[src/rtl/frgen_pkg.sv]
package frgen_pkg;
  localparam int TW = 12;
  localparam int AW = 3;

  typedef struct packed {
    logic          hpol;
    logic          vpol;
    logic [TW-1:0] h_act;
    logic [TW-1:0] h_fp;
    logic [TW-1:0] h_sync;
    logic [TW-1:0] h_bp;
    logic [TW-1:0] v_act;
    logic [TW-1:0] v_fp;
    logic [TW-1:0] v_sync;
    logic [TW-1:0] v_bp;
  } vtiming_t;

  localparam vtiming_t FMT_VGA = '{hpol: 1'b0, vpol: 1'b0,
    h_act: 12'd640, h_fp: 12'd16, h_sync: 12'd96, h_bp: 12'd48,
    v_act: 12'd480, v_fp: 12'd10, v_sync: 12'd2,  v_bp: 12'd33};

  localparam vtiming_t FMT_HD = '{hpol: 1'b1, vpol: 1'b1,
    h_act: 12'd1920, h_fp: 12'd88, h_sync: 12'd44, h_bp: 12'd148,
    v_act: 12'd1080, v_fp: 12'd4,  v_sync: 12'd5,  v_bp: 12'd36};

  localparam logic [AW-1:0] A_CTRL = 3'd0;
  localparam logic [AW-1:0] A_CHA  = 3'd1;
  localparam logic [AW-1:0] A_FMT  = 3'd4;
endpackage

[src/rtl/frgen_timing.sv]
module frgen_timing
  import frgen_pkg::*;
#(
  parameter vtiming_t T0 = FMT_VGA,
  parameter vtiming_t T1 = FMT_HD
) (
  input  logic clk_i,
  input  logic rst_ni,
  input  logic fmt_i,
  output logic de_o,
  output logic hs_o,
  output logic vs_o,
  output logic hpol_o,
  output logic vpol_o,
  output logic frame_end_o
);
  localparam logic [TW-1:0] ONE = TW'(1);

  vtiming_t t;
  logic [TW-1:0] h_q, v_q, h_tot, v_tot, hs_beg, hs_end, vs_beg, vs_end;
  logic line_end;

  assign t = fmt_i ? T1 : T0;

  always_comb begin
    hs_beg = t.h_act + t.h_fp;
    hs_end = hs_beg + t.h_sync;
    h_tot  = hs_end + t.h_bp;
    vs_beg = t.v_act + t.v_fp;
    vs_end = vs_beg + t.v_sync;
    v_tot  = vs_end + t.v_bp;
  end

  assign line_end    = (h_q == h_tot - ONE);
  assign frame_end_o = line_end && (v_q == v_tot - ONE);

  always_ff @(posedge clk_i or negedge rst_ni) begin
    if (!rst_ni) begin
      h_q <= '0;
      v_q <= '0;
    end else if (line_end) begin
      h_q <= '0;
      v_q <= frame_end_o ? '0 : v_q + ONE;
    end else begin
      h_q <= h_q + ONE;
    end
  end

  assign de_o   = (h_q < t.h_act) && (v_q < t.v_act);
  assign hs_o   = (h_q >= hs_beg) && (h_q < hs_end);
  assign vs_o   = (v_q >= vs_beg) && (v_q < vs_end);
  assign hpol_o = t.hpol;
  assign vpol_o = t.vpol;

  p_h_range_r6: assert property (@(posedge clk_i) disable iff (!rst_ni)
    (h_q < h_tot) && (v_q < v_tot));

  p_origin_r8: assert property (@(posedge clk_i) disable iff (!rst_ni)
    $past(frame_end_o) |-> (h_q == '0 && v_q == '0));
endmodule

[src/rtl/frgen_regs.sv]
module frgen_regs
  import frgen_pkg::*;
#(
  parameter int COL_W = 8,
  parameter int NCH   = 3,
  parameter logic [NCH-1:0][COL_W-1:0] DEF_COL = '0
) (
  input  logic                       clk_i,
  input  logic                       rst_ni,
  input  logic                       we_i,
  input  logic [AW-1:0]              addr_i,
  input  logic [COL_W-1:0]           wdata_i,
  input  logic                       frame_end_i,
  output logic                       force_o,
  output logic                       fmt_o,
  output logic [NCH-1:0][COL_W-1:0]  col_o
);
  logic             man_q, fmt_q, man_l, fmt_l;
  logic [COL_W-1:0] ch_q [NCH];
  logic [COL_W-1:0] ch_l [NCH];

  always_ff @(posedge clk_i or negedge rst_ni) begin
    if (!rst_ni) begin
      force_o <= 1'b0;
      man_q   <= 1'b0;
      fmt_q   <= 1'b0;
    end else if (we_i) begin
      if (addr_i == A_CTRL) begin
        force_o <= wdata_i[0];
        man_q   <= wdata_i[1];
      end
      if (addr_i == A_FMT) fmt_q <= wdata_i[0];
    end
  end

  // shadow copies move only at the frame origin
  always_ff @(posedge clk_i or negedge rst_ni) begin
    if (!rst_ni) begin
      man_l <= 1'b0;
      fmt_l <= 1'b0;
    end else if (frame_end_i) begin
      man_l <= man_q;
      fmt_l <= fmt_q;
    end
  end

  for (genvar i = 0; i < NCH; i++) begin : g_ch
    always_ff @(posedge clk_i or negedge rst_ni) begin
      if (!rst_ni)
        ch_q[i] <= '0;
      else if (we_i && addr_i == AW'(int'(A_CHA) + i))
        ch_q[i] <= wdata_i;
    end

    always_ff @(posedge clk_i or negedge rst_ni) begin
      if (!rst_ni)           ch_l[i] <= '0;
      else if (frame_end_i)  ch_l[i] <= ch_q[i];
    end

    assign col_o[i] = man_l ? ch_l[i] : DEF_COL[i];
  end

  assign fmt_o = fmt_l;

  p_col_hold_r5: assert property (@(posedge clk_i) disable iff (!rst_ni)
    !$past(frame_end_i) |-> $stable(col_o));

  p_fmt_hold_r8: assert property (@(posedge clk_i) disable iff (!rst_ni)
    !$past(frame_end_i) |-> $stable(fmt_o));
endmodule

[src/rtl/frgen_pixel.sv]
module frgen_pixel #(
  parameter int COL_W = 8,
  parameter int CH_W  = 12,
  parameter int NCH   = 3
) (
  input  logic                      clk_i,
  input  logic                      rst_ni,
  input  logic                      sel_gen_i,
  input  logic                      de_i,
  input  logic                      hs_i,
  input  logic                      vs_i,
  input  logic                      hpol_i,
  input  logic                      vpol_i,
  input  logic [NCH-1:0][COL_W-1:0] col_i,
  input  logic [NCH*CH_W-1:0]       in_pix_i,
  input  logic                      in_hs_i,
  input  logic                      in_vs_i,
  input  logic                      in_de_i,
  output logic [NCH*CH_W-1:0]       pix_o,
  output logic                      hs_o,
  output logic                      vs_o,
  output logic                      de_o
);
  localparam int PAD = CH_W - COL_W;
  localparam int BW  = NCH * CH_W;

  logic [BW-1:0] gen_pix;
  logic          sel_q;

  // channel 0 occupies the top slot of the bus
  for (genvar i = 0; i < NCH; i++) begin : g_slot
    assign gen_pix[(NCH-1-i)*CH_W +: CH_W] = de_i ? {col_i[i], {PAD{1'b0}}} : '0;
  end

  always_ff @(posedge clk_i or negedge rst_ni) begin
    if (!rst_ni) begin
      sel_q <= 1'b1;
      pix_o <= '0;
      hs_o  <= 1'b0;
      vs_o  <= 1'b0;
      de_o  <= 1'b0;
    end else begin
      sel_q <= sel_gen_i;
      if (sel_gen_i) begin
        pix_o <= gen_pix;
        hs_o  <= hs_i ? hpol_i : ~hpol_i;
        vs_o  <= vs_i ? vpol_i : ~vpol_i;
        de_o  <= de_i;
      end else begin
        pix_o <= in_pix_i;
        hs_o  <= in_hs_i;
        vs_o  <= in_vs_i;
        de_o  <= in_de_i;
      end
    end
  end

  p_blank_zero_r6: assert property (@(posedge clk_i) disable iff (!rst_ni)
    (sel_q && !de_o) |-> (pix_o == '0));

  for (genvar i = 0; i < NCH; i++) begin : g_pad_chk
    p_pad_zero_r4: assert property (@(posedge clk_i) disable iff (!rst_ni)
      sel_q |-> (pix_o[(NCH-1-i)*CH_W +: PAD] == '0));
  end
endmodule

[src/rtl/flatcolor_gen.sv]
module flatcolor_gen
  import frgen_pkg::*;
#(
  parameter vtiming_t T0    = FMT_VGA,
  parameter vtiming_t T1    = FMT_HD,
  parameter int       COL_W = 8,
  parameter int       CH_W  = 12,
  parameter int       NCH   = 3,
  parameter logic [NCH-1:0][COL_W-1:0] DEF_COL = {8'hC0, 8'h40, 8'h20}
) (
  input  logic                  clk_i,
  input  logic                  rst_ni,
  input  logic                  in_valid_i,
  input  logic [NCH*CH_W-1:0]   in_pix_i,
  input  logic                  in_hs_i,
  input  logic                  in_vs_i,
  input  logic                  in_de_i,
  input  logic                  reg_we_i,
  input  logic [AW-1:0]         reg_addr_i,
  input  logic [COL_W-1:0]      reg_wdata_i,
  output logic [NCH*CH_W-1:0]   pix_o,
  output logic                  hs_o,
  output logic                  vs_o,
  output logic                  de_o
);
  logic force_w, fmt_w, frame_end_w;
  logic t_de, t_hs, t_vs, t_hpol, t_vpol;
  logic [NCH-1:0][COL_W-1:0] col_w;

  frgen_regs #(.COL_W(COL_W), .NCH(NCH), .DEF_COL(DEF_COL)) u_regs (
    .clk_i, .rst_ni,
    .we_i(reg_we_i), .addr_i(reg_addr_i), .wdata_i(reg_wdata_i),
    .frame_end_i(frame_end_w),
    .force_o(force_w), .fmt_o(fmt_w), .col_o(col_w)
  );

  frgen_timing #(.T0(T0), .T1(T1)) u_timing (
    .clk_i, .rst_ni, .fmt_i(fmt_w),
    .de_o(t_de), .hs_o(t_hs), .vs_o(t_vs),
    .hpol_o(t_hpol), .vpol_o(t_vpol), .frame_end_o(frame_end_w)
  );

  frgen_pixel #(.COL_W(COL_W), .CH_W(CH_W), .NCH(NCH)) u_pixel (
    .clk_i, .rst_ni,
    .sel_gen_i(force_w || !in_valid_i),
    .de_i(t_de), .hs_i(t_hs), .vs_i(t_vs),
    .hpol_i(t_hpol), .vpol_i(t_vpol), .col_i(col_w),
    .in_pix_i, .in_hs_i, .in_vs_i, .in_de_i,
    .pix_o, .hs_o, .vs_o, .de_o
  );

  p_pass_r2: assert property (@(posedge clk_i) disable iff (!rst_ni)
    $past(rst_ni && in_valid_i && !force_w) |->
      (pix_o == $past(in_pix_i) && de_o == $past(in_de_i)));
endmodule

[config.mk]
export PLATFORM = sky130hd
export DESIGN_NAME = flatcolor_gen
export DESIGN_NICKNAME = d
export VERILOG_FILES = /design/src/rtl/frgen_pkg.sv /design/src/rtl/frgen_timing.sv /design/src/rtl/frgen_regs.sv /design/src/rtl/frgen_pixel.sv /design/src/rtl/flatcolor_gen.sv
export SDC_FILE = /design/constraint.sdc
export NUM_CORES = 1
export LEC_CHECK = 0
export BUFFER_PORTS_ARGS = -buffer_cell sky130_fd_sc_hd__buf_2
export CELL_PAD_IN_SITES_DETAIL_PLACEMENT = 2
export CELL_PAD_IN_SITES_GLOBAL_PLACEMENT = 2
export CORE_ASPECT_RATIO = 1.75
export CORE_UTILIZATION = 42
export CTS_BUF_LIST = sky130_fd_sc_hd__clkbuf_4
export CTS_CLUSTER_SIZE = 8
export DETAILED_ROUTE_END_ITERATION = 7
export PLACE_DENSITY_LB_ADDON = 0.1
export SLEW_MARGIN = 40
export SYNTH_ARGS = -nofsm -noshare
export SYNTH_HDL_FRONTEND = slang
export SYNTH_SLANG_ARGS = --single-unit
[constraint.sdc]
create_clock -name clk_i -period 6.7 [get_ports clk_i]
set_input_delay 0 -clock clk_i [delete_from_list [all_inputs] [get_ports clk_i]]
set_output_delay 0 -clock clk_i [all_outputs]
set_load 0.05 [all_outputs]
==> results of run 1 <==
[cell usage in the layout (no fill, tap or decap), types with 4 or more instances in the layout]
| cell type | n |
|---|---|
| dfrtp_1 | 116 |
| buf_2 | 91 |
| dlygate4sd3_1 | 59 |
| mux2_2 | 34 |
| nor2_1 | 26 |
| ha_1 | 25 |
| a22o_1 | 24 |
| nand2_1 | 21 |
| mux2_1 | 18 |
| clkbuf_4 | 17 |
| o21ai_0 | 16 |
| and2_1 | 13 |
| inv_1 | 11 |
| nand3_1 | 11 |
| nand2b_1 | 10 |
| nand4_1 | 9 |
| a21oi_1 | 8 |
| xnor2_1 | 6 |
| xor2_1 | 6 |
| o31ai_1 | 4 |
| nor3_1 | 4 |
| inv_6 | 4 |
| clkinv_4 | 4 |
[metal layers]
metal | wire (um) | up-vias
met1 | 8480 | 2319
met2 | 13600 | 181
met3 | 874 | 73
li1 | - | 1843
met5 | 0 | -
met4 | 1230 | 0
[sequential cells by signal, indices dropped and copies added, names as in the netlist]
name / cells
u_pixel.de_o: 1
u_pixel.hs_o: 1
u_pixel.pix_o: 36
u_pixel.vs_o: 1
u_regs.ch_l: 24
u_regs.ch_q: 24
u_regs.fmt_o: 1
u_regs.fmt_q: 1
u_regs.force_o: 1
u_regs.man_l: 1
u_regs.man_q: 1
u_timing.h_q: 12
u_timing.v_q: 12
[tightest hold or removal path: cells and delay by family]
family | cells | cell delay [ps]
AO/OA/AOI/OAI | 1 | 270
AND/OR/NAND/NOR | 1 | 210
buffers and inverters | 1 | 100
[worst max-delay path by stage]
stage / start / end / cells after the start
5_1_grt: u_regs.fmt_o / u_regs.ch_l[17] / 7
4_1_cts: u_regs.fmt_o / u_regs.ch_l[15] / 7
2_1_floorplan: u_regs.fmt_o / u_regs.ch_l[15] / 8
6_report: u_regs.fmt_o / u_regs.ch_l[18] / 7
3_3_place_gp: u_regs.fmt_o / u_regs.ch_l[6] / 7
3_5_place_dp: u_regs.fmt_o / u_regs.ch_l[20] / 7
[kinds of logic after synthesis]
| logic type | after synthesis |
|---|---|
| AO/OA/AOI/OAI | 70 |
| multiplexers | 55 |
| XOR/XNOR | 12 |
| adder cells (fa/ha/maj) | 25 |
| flip-flops | 116 |
| buffers and inverters | 26 |
| AND/OR/NAND/NOR | 119 |
[power by group through the flow]
stage / logic, mW / registers, mW / clock network [mW]
final: 0.277 / 0.802 / 0.616
after global routing: 0.286 / 0.803 / 0.643
after CTS: 0.254 / 0.787 / 0.578
after detailed placement: 0.221 / 0.799 / 0
after global placement: 0.206 / 0.794 / 0
after floorplan: 0.0647 / 0.862 / 0
[final cells by class]
class                      count  area, um^2
antenna                        1        2.50
multi-input combinational    281        2250
timing repair buffer         154        1100
fill                        1143        5330
clock buffer                  17         128
tap                          165         206
sequential                   116        2900
inverter                      11        41.3
clock inverter                14         178
==> impl_results.md, run 1 <==
- Status: complete, no violations
- Syn_area_per_cell: approximately 12 um^2
- DRT Pass-1 Iters: 4
- Core ar.: 12100 um^2
- First-pass GRT wire length: a little over 30000 um
- Cells after DPL: about 670
- Synth cell count leaders: 116 x dfrtp_1, 34 x mux2_2, 26 x nor2_1
- CP Launch Type: register
- Max-slew headroom: 0.467
- Post_cts resized: 0
- Post-DP HPWL: roughly 11000 um
- CP peak stage delay: ~900 ps
- Syn Nets: 502
- Met1 global-route usage: 0.357
- Post-layout util: 0.561
- Final #Nets: 660
- Maximum vdd ir drop: ~0.00017 V
- Multiplexer share of the synthesized area: 0.117
- Ys flop type: dfrtp_1
- Clock power frac: 0.364
- PD cells: between 200 and 250 nW/um^2
- IO Pins: between 90 and 100
- Core Rows: 53
- Design internal power: ~1.1 mW
- Post-DP Area: between 5000 and 6000 um^2
- Synth area leaders: dfrtp_1 55%, mux2_2 7.3%, ha_1 5.9%
- WP data required: just over 7000 ps
- Type of the worst setup path: reg -> reg
- Largest family of logic cells by synthesized area: simple AND/OR/NAND/NOR gates
- Clk Latency, worst-skew pair: roughly 570 ps
- Post-route clock period utilization: 0.580
- Routed wire length per instance: roughly 32 um
- Max Cap Viol: 0
- Worst R2R Path Depth: 7
- GRT Residual Overflow: 0
- Final Non-Filler Cells: 759
- Die ar.: around 13000 um^2
- Post-layout min period: 3880 ps
- Most frequent cell after synthesis: dfrtp_1
- Clock-pin slew on the worst setup and hold paths: approximately 150 ps
- Worst reg2reg setup slack: 2820 ps
- Gate count after technology mapping: 423
- Depth of the CTS H-tree: 4
- GPL Wtd Cong: slightly above 0.8
- Highest achievable clock rate: roughly 260 MHz
- Chip width: between 80 and 90 um
- Combinational power share: 0.163
- Via count: between 4000 and 5000
- Count of final hold-check violations: 0
- Seq pwr share: 0.473
- Post-Synth Adder-Cell Area: 0.0592
- Critical Path AT: around 4300 ps
- CTS Buffer Depth: 2
- Yosys warns: 0
- Yosys cell types: 50
- Sequential area share after synthesis: 0.550
- Worst r2r dst: u_regs.ch_l[18]
- Pleak: around 3.3 nW
- Hold path start: in_valid_i
- Seq cells post-synth: ~120
- Slowest stage cell, crit path: dfrtp_1
- Hold Crit Endpoint: u_pixel.pix_o[32]
- Yosys top cell by area: dfrtp_1
- Cts hold-fix bufs: 59
- Max-slew violations: 0
- Initial antenna violation count: 1
- DRC marker count from the first detailed-route iteration: approximately 260
- IO buf count: approximately 90
- Hold Path Class: in -> reg
- Worst Setup End Kind: register
- Simple-gate share of the synthesized area: 0.126
- Grt peak-use layer: met2
- Critical path's top delay family: simple AND/OR/NAND/NOR gates
- Hold Slack: about 62 ps
- Crit path max fanout: 27
- Synth Area in Compound Gates: 0.103
- Postcts setup bufs: 0
- Worst Max-Slew Pin Slew: between 800 and 900 ps
- XOR/XNOR Fraction of Synth Area: 0.0199
- Asr flop ratio synth: 1.00
- Initial Util: 0.435
- Post-synth top area share: 0.550
- Post-synth EDFFs: 0
- Power Total: 1.69 mW
- Setup ws final: 2820 ps
- Vias in the first global route: 5040
- Die height: about 150 um
- Worst Path Buf+Inv: 2
- Unrepaired setup endpoints after global routing: no
- Largest net degree at the start of global routing: 77
- Num CTS Buffers: 17
- Root Buffer: clkbuf_4
- Cell Area, Synth: roughly 5300 um^2
- Fin area: ~7000 um^2
- TritonCTS clock tree: built
- Pre-CTS setup slack: 3210 ps
- DR DRC count: 0
- Vias/cell: 5.82
- Tot GR Track Use: 0.335
- Antenna-violating nets left: 0
- Setup TNS: 0 ps
- GR Util met2: 0.647
- Net Sw Frac: 0.340
- Layout cell share with drive strength beyond 1: 0.293
- Net load switching power: approximately 0.58 mW
- Clock sinks: between 100 and 150
- Clock Skew: approximately 40 ps
- Met3 Resource Use GR: 0.0537
- Routed Wire Length: roughly 24000 um
- R2r startpoint: u_regs.fmt_o
- CP Cell Sequence: inv_1 > ha_1 > nor4bb_1 > and4_1 > nor2b_2 > buf_4 > mux2_1
- Hold Crit Depth: 3
- Area Overhead vs Synth: 29.0%
- Final setup viols: 0
No activity file was read; power rests on OpenSTA's default activity.
==> inputs of run 2 (changes only) <==
--- a/config.mk
+++ b/config.mk
@@ -9,7 +9,7 @@
 export CELL_PAD_IN_SITES_DETAIL_PLACEMENT = 2
 export CELL_PAD_IN_SITES_GLOBAL_PLACEMENT = 2
 export CORE_ASPECT_RATIO = 1.75
-export CORE_UTILIZATION = 42
+export CORE_UTILIZATION = 39
 export CTS_BUF_LIST = sky130_fd_sc_hd__clkbuf_4
 export CTS_CLUSTER_SIZE = 8
 export DETAILED_ROUTE_END_ITERATION = 7
==> constraint.sdc (replaced) <==
create_clock -name clk_i -period 4 [get_ports clk_i]
set_input_delay 0 -clock clk_i [delete_from_list [all_inputs] [get_ports clk_i]]
set_output_delay 0 -clock clk_i [all_outputs]
set_load 0.05 [all_outputs]
==> run 2 against run 1 <==
Against the previous run: combinational power increased by 51%; total power increased by 57%; critical path depth unchanged; highest routed layer unchanged; register-to-register slack got worse by 1600 ps; utilization decreased by 4.4 points; non-clock buffer count decreased by 1; sequential power increased by 65%; final area decreased by 0.64%; worst hold slack got worse by 33 ps; critical path type unchanged; sequential share of layout area increased by 0.28 points; setup slack got worse by 1600 ps; via count decreased by 7.4%.
==> impl_results.md, run 2 (synthesized netlist as in run 1, its figures left out) <==
- Status: complete, no violations
- Fill cells: around 1300
- Most frequent cells in the layout: 116 x dfrtp_1, 91 x buf_2, 55 x dlygate4sd3_1
- Root Buffer: clkbuf_4
- Seq pwr share: 0.496
- Worst r2r dst: u_pixel.pix_o[34]
- Final setup viols: 0
- GPL Wtd Cong: roughly 0.75
- Crit path launch: u_regs.fmt_o
- DR DRC count: 0
- Post-layout min period: 2830 ps
- Depth of the CTS H-tree: 4
- CP Cell Sequence: inv_1 > ha_1 > a311oi_2 > o21ai_1 > a211oi_2 > and2_2 > a22o_1
- DRT Pass-1 Iters: 4
- Vias in the first global route: 4904
- GRT Residual Overflow: 0
- Worst R2R Path Depth: 7
- Setup TNS: 0 ps
- Die ar.: about 14000 um^2
- R2r startpoint: u_regs.fmt_o
- Area Overhead vs Synth: 28.2%
- Worst Max-Slew Pin Slew: about 650 ps
- CP peak stage delay: between 500 and 600 ps
- Largest regs: u_pixel.pix_o (36), u_regs.ch_l (24), u_regs.ch_q (24)
- TritonCTS clock tree: built
- Final #Nets: roughly 660
- Hold Path Class: in -> async
- Count of final hold-check violations: 0
- Slowest stage cell, crit path: and2_2
- Layout cell share with drive strength beyond 1: 0.302
- Area taken by multi-input logic gates: approximately 2300 um^2
- IO Pins: 93
- PD cells: about 390 nW/um^2
- Postcts setup bufs: 0
- Top reg by flops: u_pixel.pix_o
- Design internal power: around 1.8 mW
- Routed wire length per instance: 23.2 um
- Pleak: 3.29 nW
- Final Non-Filler Cells: between 700 and 800
- Highest achievable clock rate: 354 MHz
- Crit path max fanout: 20
- Critical Path AT: approximately 3300 ps
- DRC marker count from the first detailed-route iteration: ~110
- Worst reg2reg setup slack: about 1200 ps
- Max-slew headroom: 0.564
- Tot GR Track Use: 0.270
- Clock Skew: between 20 and 25 ps
- Post-DP Area: between 5000 and 6000 um^2
- IO buf count: 92
- Leading cell type in the layout, fill and taps excluded: dfrtp_1
- Net Sw Frac: 0.321
- Post-DP HPWL: between 10000 and 15000 um
- Clock sinks: around 120
- Vias/cell: 5.35
- Antenna-violating nets left: 0
- Max-slew violations: 0
- Post-layout util: 0.518
- Initial antenna violation count: 1
- Hold Slack: 29.2 ps
- First-pass GRT wire length: 28300 um
- Chip width: 90.0 um
- Worst Setup End Kind: register
- Max Cap Viol: 0
- Routed Wire Length: about 18000 um
- Type of the worst setup path: reg -> reg
- Number of flip-flops in the largest register: 36
- Die height: approximately 160 um
- Core ar.: ~13000 um^2
- Unrepaired setup endpoints after global routing: no
- Fin area: 6770 um^2
- Via count: between 4000 and 5000
- Clock-pin slew on the worst setup and hold paths: ~120 ps
- WP data required: ~4400 ps
- Clk Latency, worst-skew pair: 520 ps
- Largest net degree at the start of global routing: 62
- Core Rows: 55
- Crit path capture: u_pixel.pix_o[34]
- Initial Util: 0.404
- Combinational power share: 0.157
- Maximum vdd ir drop: 0.000284 V
- Register area: about 2900 um^2
- Clock power frac: 0.347
- Post-route clock period utilization: 0.707
- CTS Buffer Depth: 2
- Post_cts resized: 0
- Cells after DPL: slightly below 700
- Num CTS Buffers: 17
- CP Launch Type: register
- Net load switching power: around 0.86 mW
run 2: cell types whose count changed in the layout (fill, tap and decap cells not counted), moves of 3 or more:
cell	before	now
buf_4	2	6
clkinvlp_4	1	5
dlygate4sd3_1	59	55
clkinv_4	4	1
run 2: layout make-up:
class | count | share of cell area
flip-flops and latches | 116 | 0.429
multi-input cells | 281 | 0.333
repair buffers | 153 | 0.157
well taps | 171 | 0.0316
clock inverters | 14 | 0.0227
clock buffers | 18 | 0.0200
inverters | 11 | 0.00610
diodes | 1 | 0.000370
run 2: through the flow:
| stage | total power, mW | setup WS, ps |
|---|---|---|
| 2_1_floorplan | 1.55 | 1500 |
| 3_3_place_gp | 1.67 | 1270 |
| 3_5_place_dp | 1.69 | 1190 |
| 4_1_cts | 2.63 | 1170 |
| 5_1_grt | 2.76 | 1030 |
| 6_report | 2.67 | 1170 |
run 2: layer usage:
layer	share of wire	GRT usage	vias to the layer above
met5	0	0	-
met4	0.025	0.114	0
met3	0.026	0.0512	35
met2	0.58	0.530	91
met1	0.36	0.275	2120
li1	-	-	1844
run 2: repair_timing:
item | 4_1_cts | 5_1_grt
setup endpoints to repair | 0 | 0
hold buffers | 54 | 1
endpoints found under the hold margin | 125 | 9
run 2: critical path: cells and delay by family (launching register included):
kind	cells	cell delay (ps)
buffers and inverters	1	280
flip-flops	1	400
AO/OA/AOI/OAI	4	1190
adder cells (fa/ha/maj)	1	320
AND/OR/NAND/NOR	1	570
run 2: worst min-delay path by stage:
stage                     cells after the start                 to  slack [ps]
after floorplan                               0       u_pixel.de_o        -300
after global placement                        1    u_timing.h_q[2]         140
after detailed placement                      1    u_timing.h_q[2]         150
after CTS                                     3  u_pixel.pix_o[13]          40
after global routing                          2    u_timing.h_q[1]          50
final                                         2    u_timing.h_q[1]          30
run 2: power by group through the flow:
stage               sequential [mW]  clock (mW)  combinational (mW)
global placement               1.33           0               0.345
detailed placement             1.33           0               0.357
CTS                            1.31       0.923               0.400
floorplan                      1.44           0               0.108
finish                         1.32       0.925               0.419
global route                   1.33       0.989               0.442
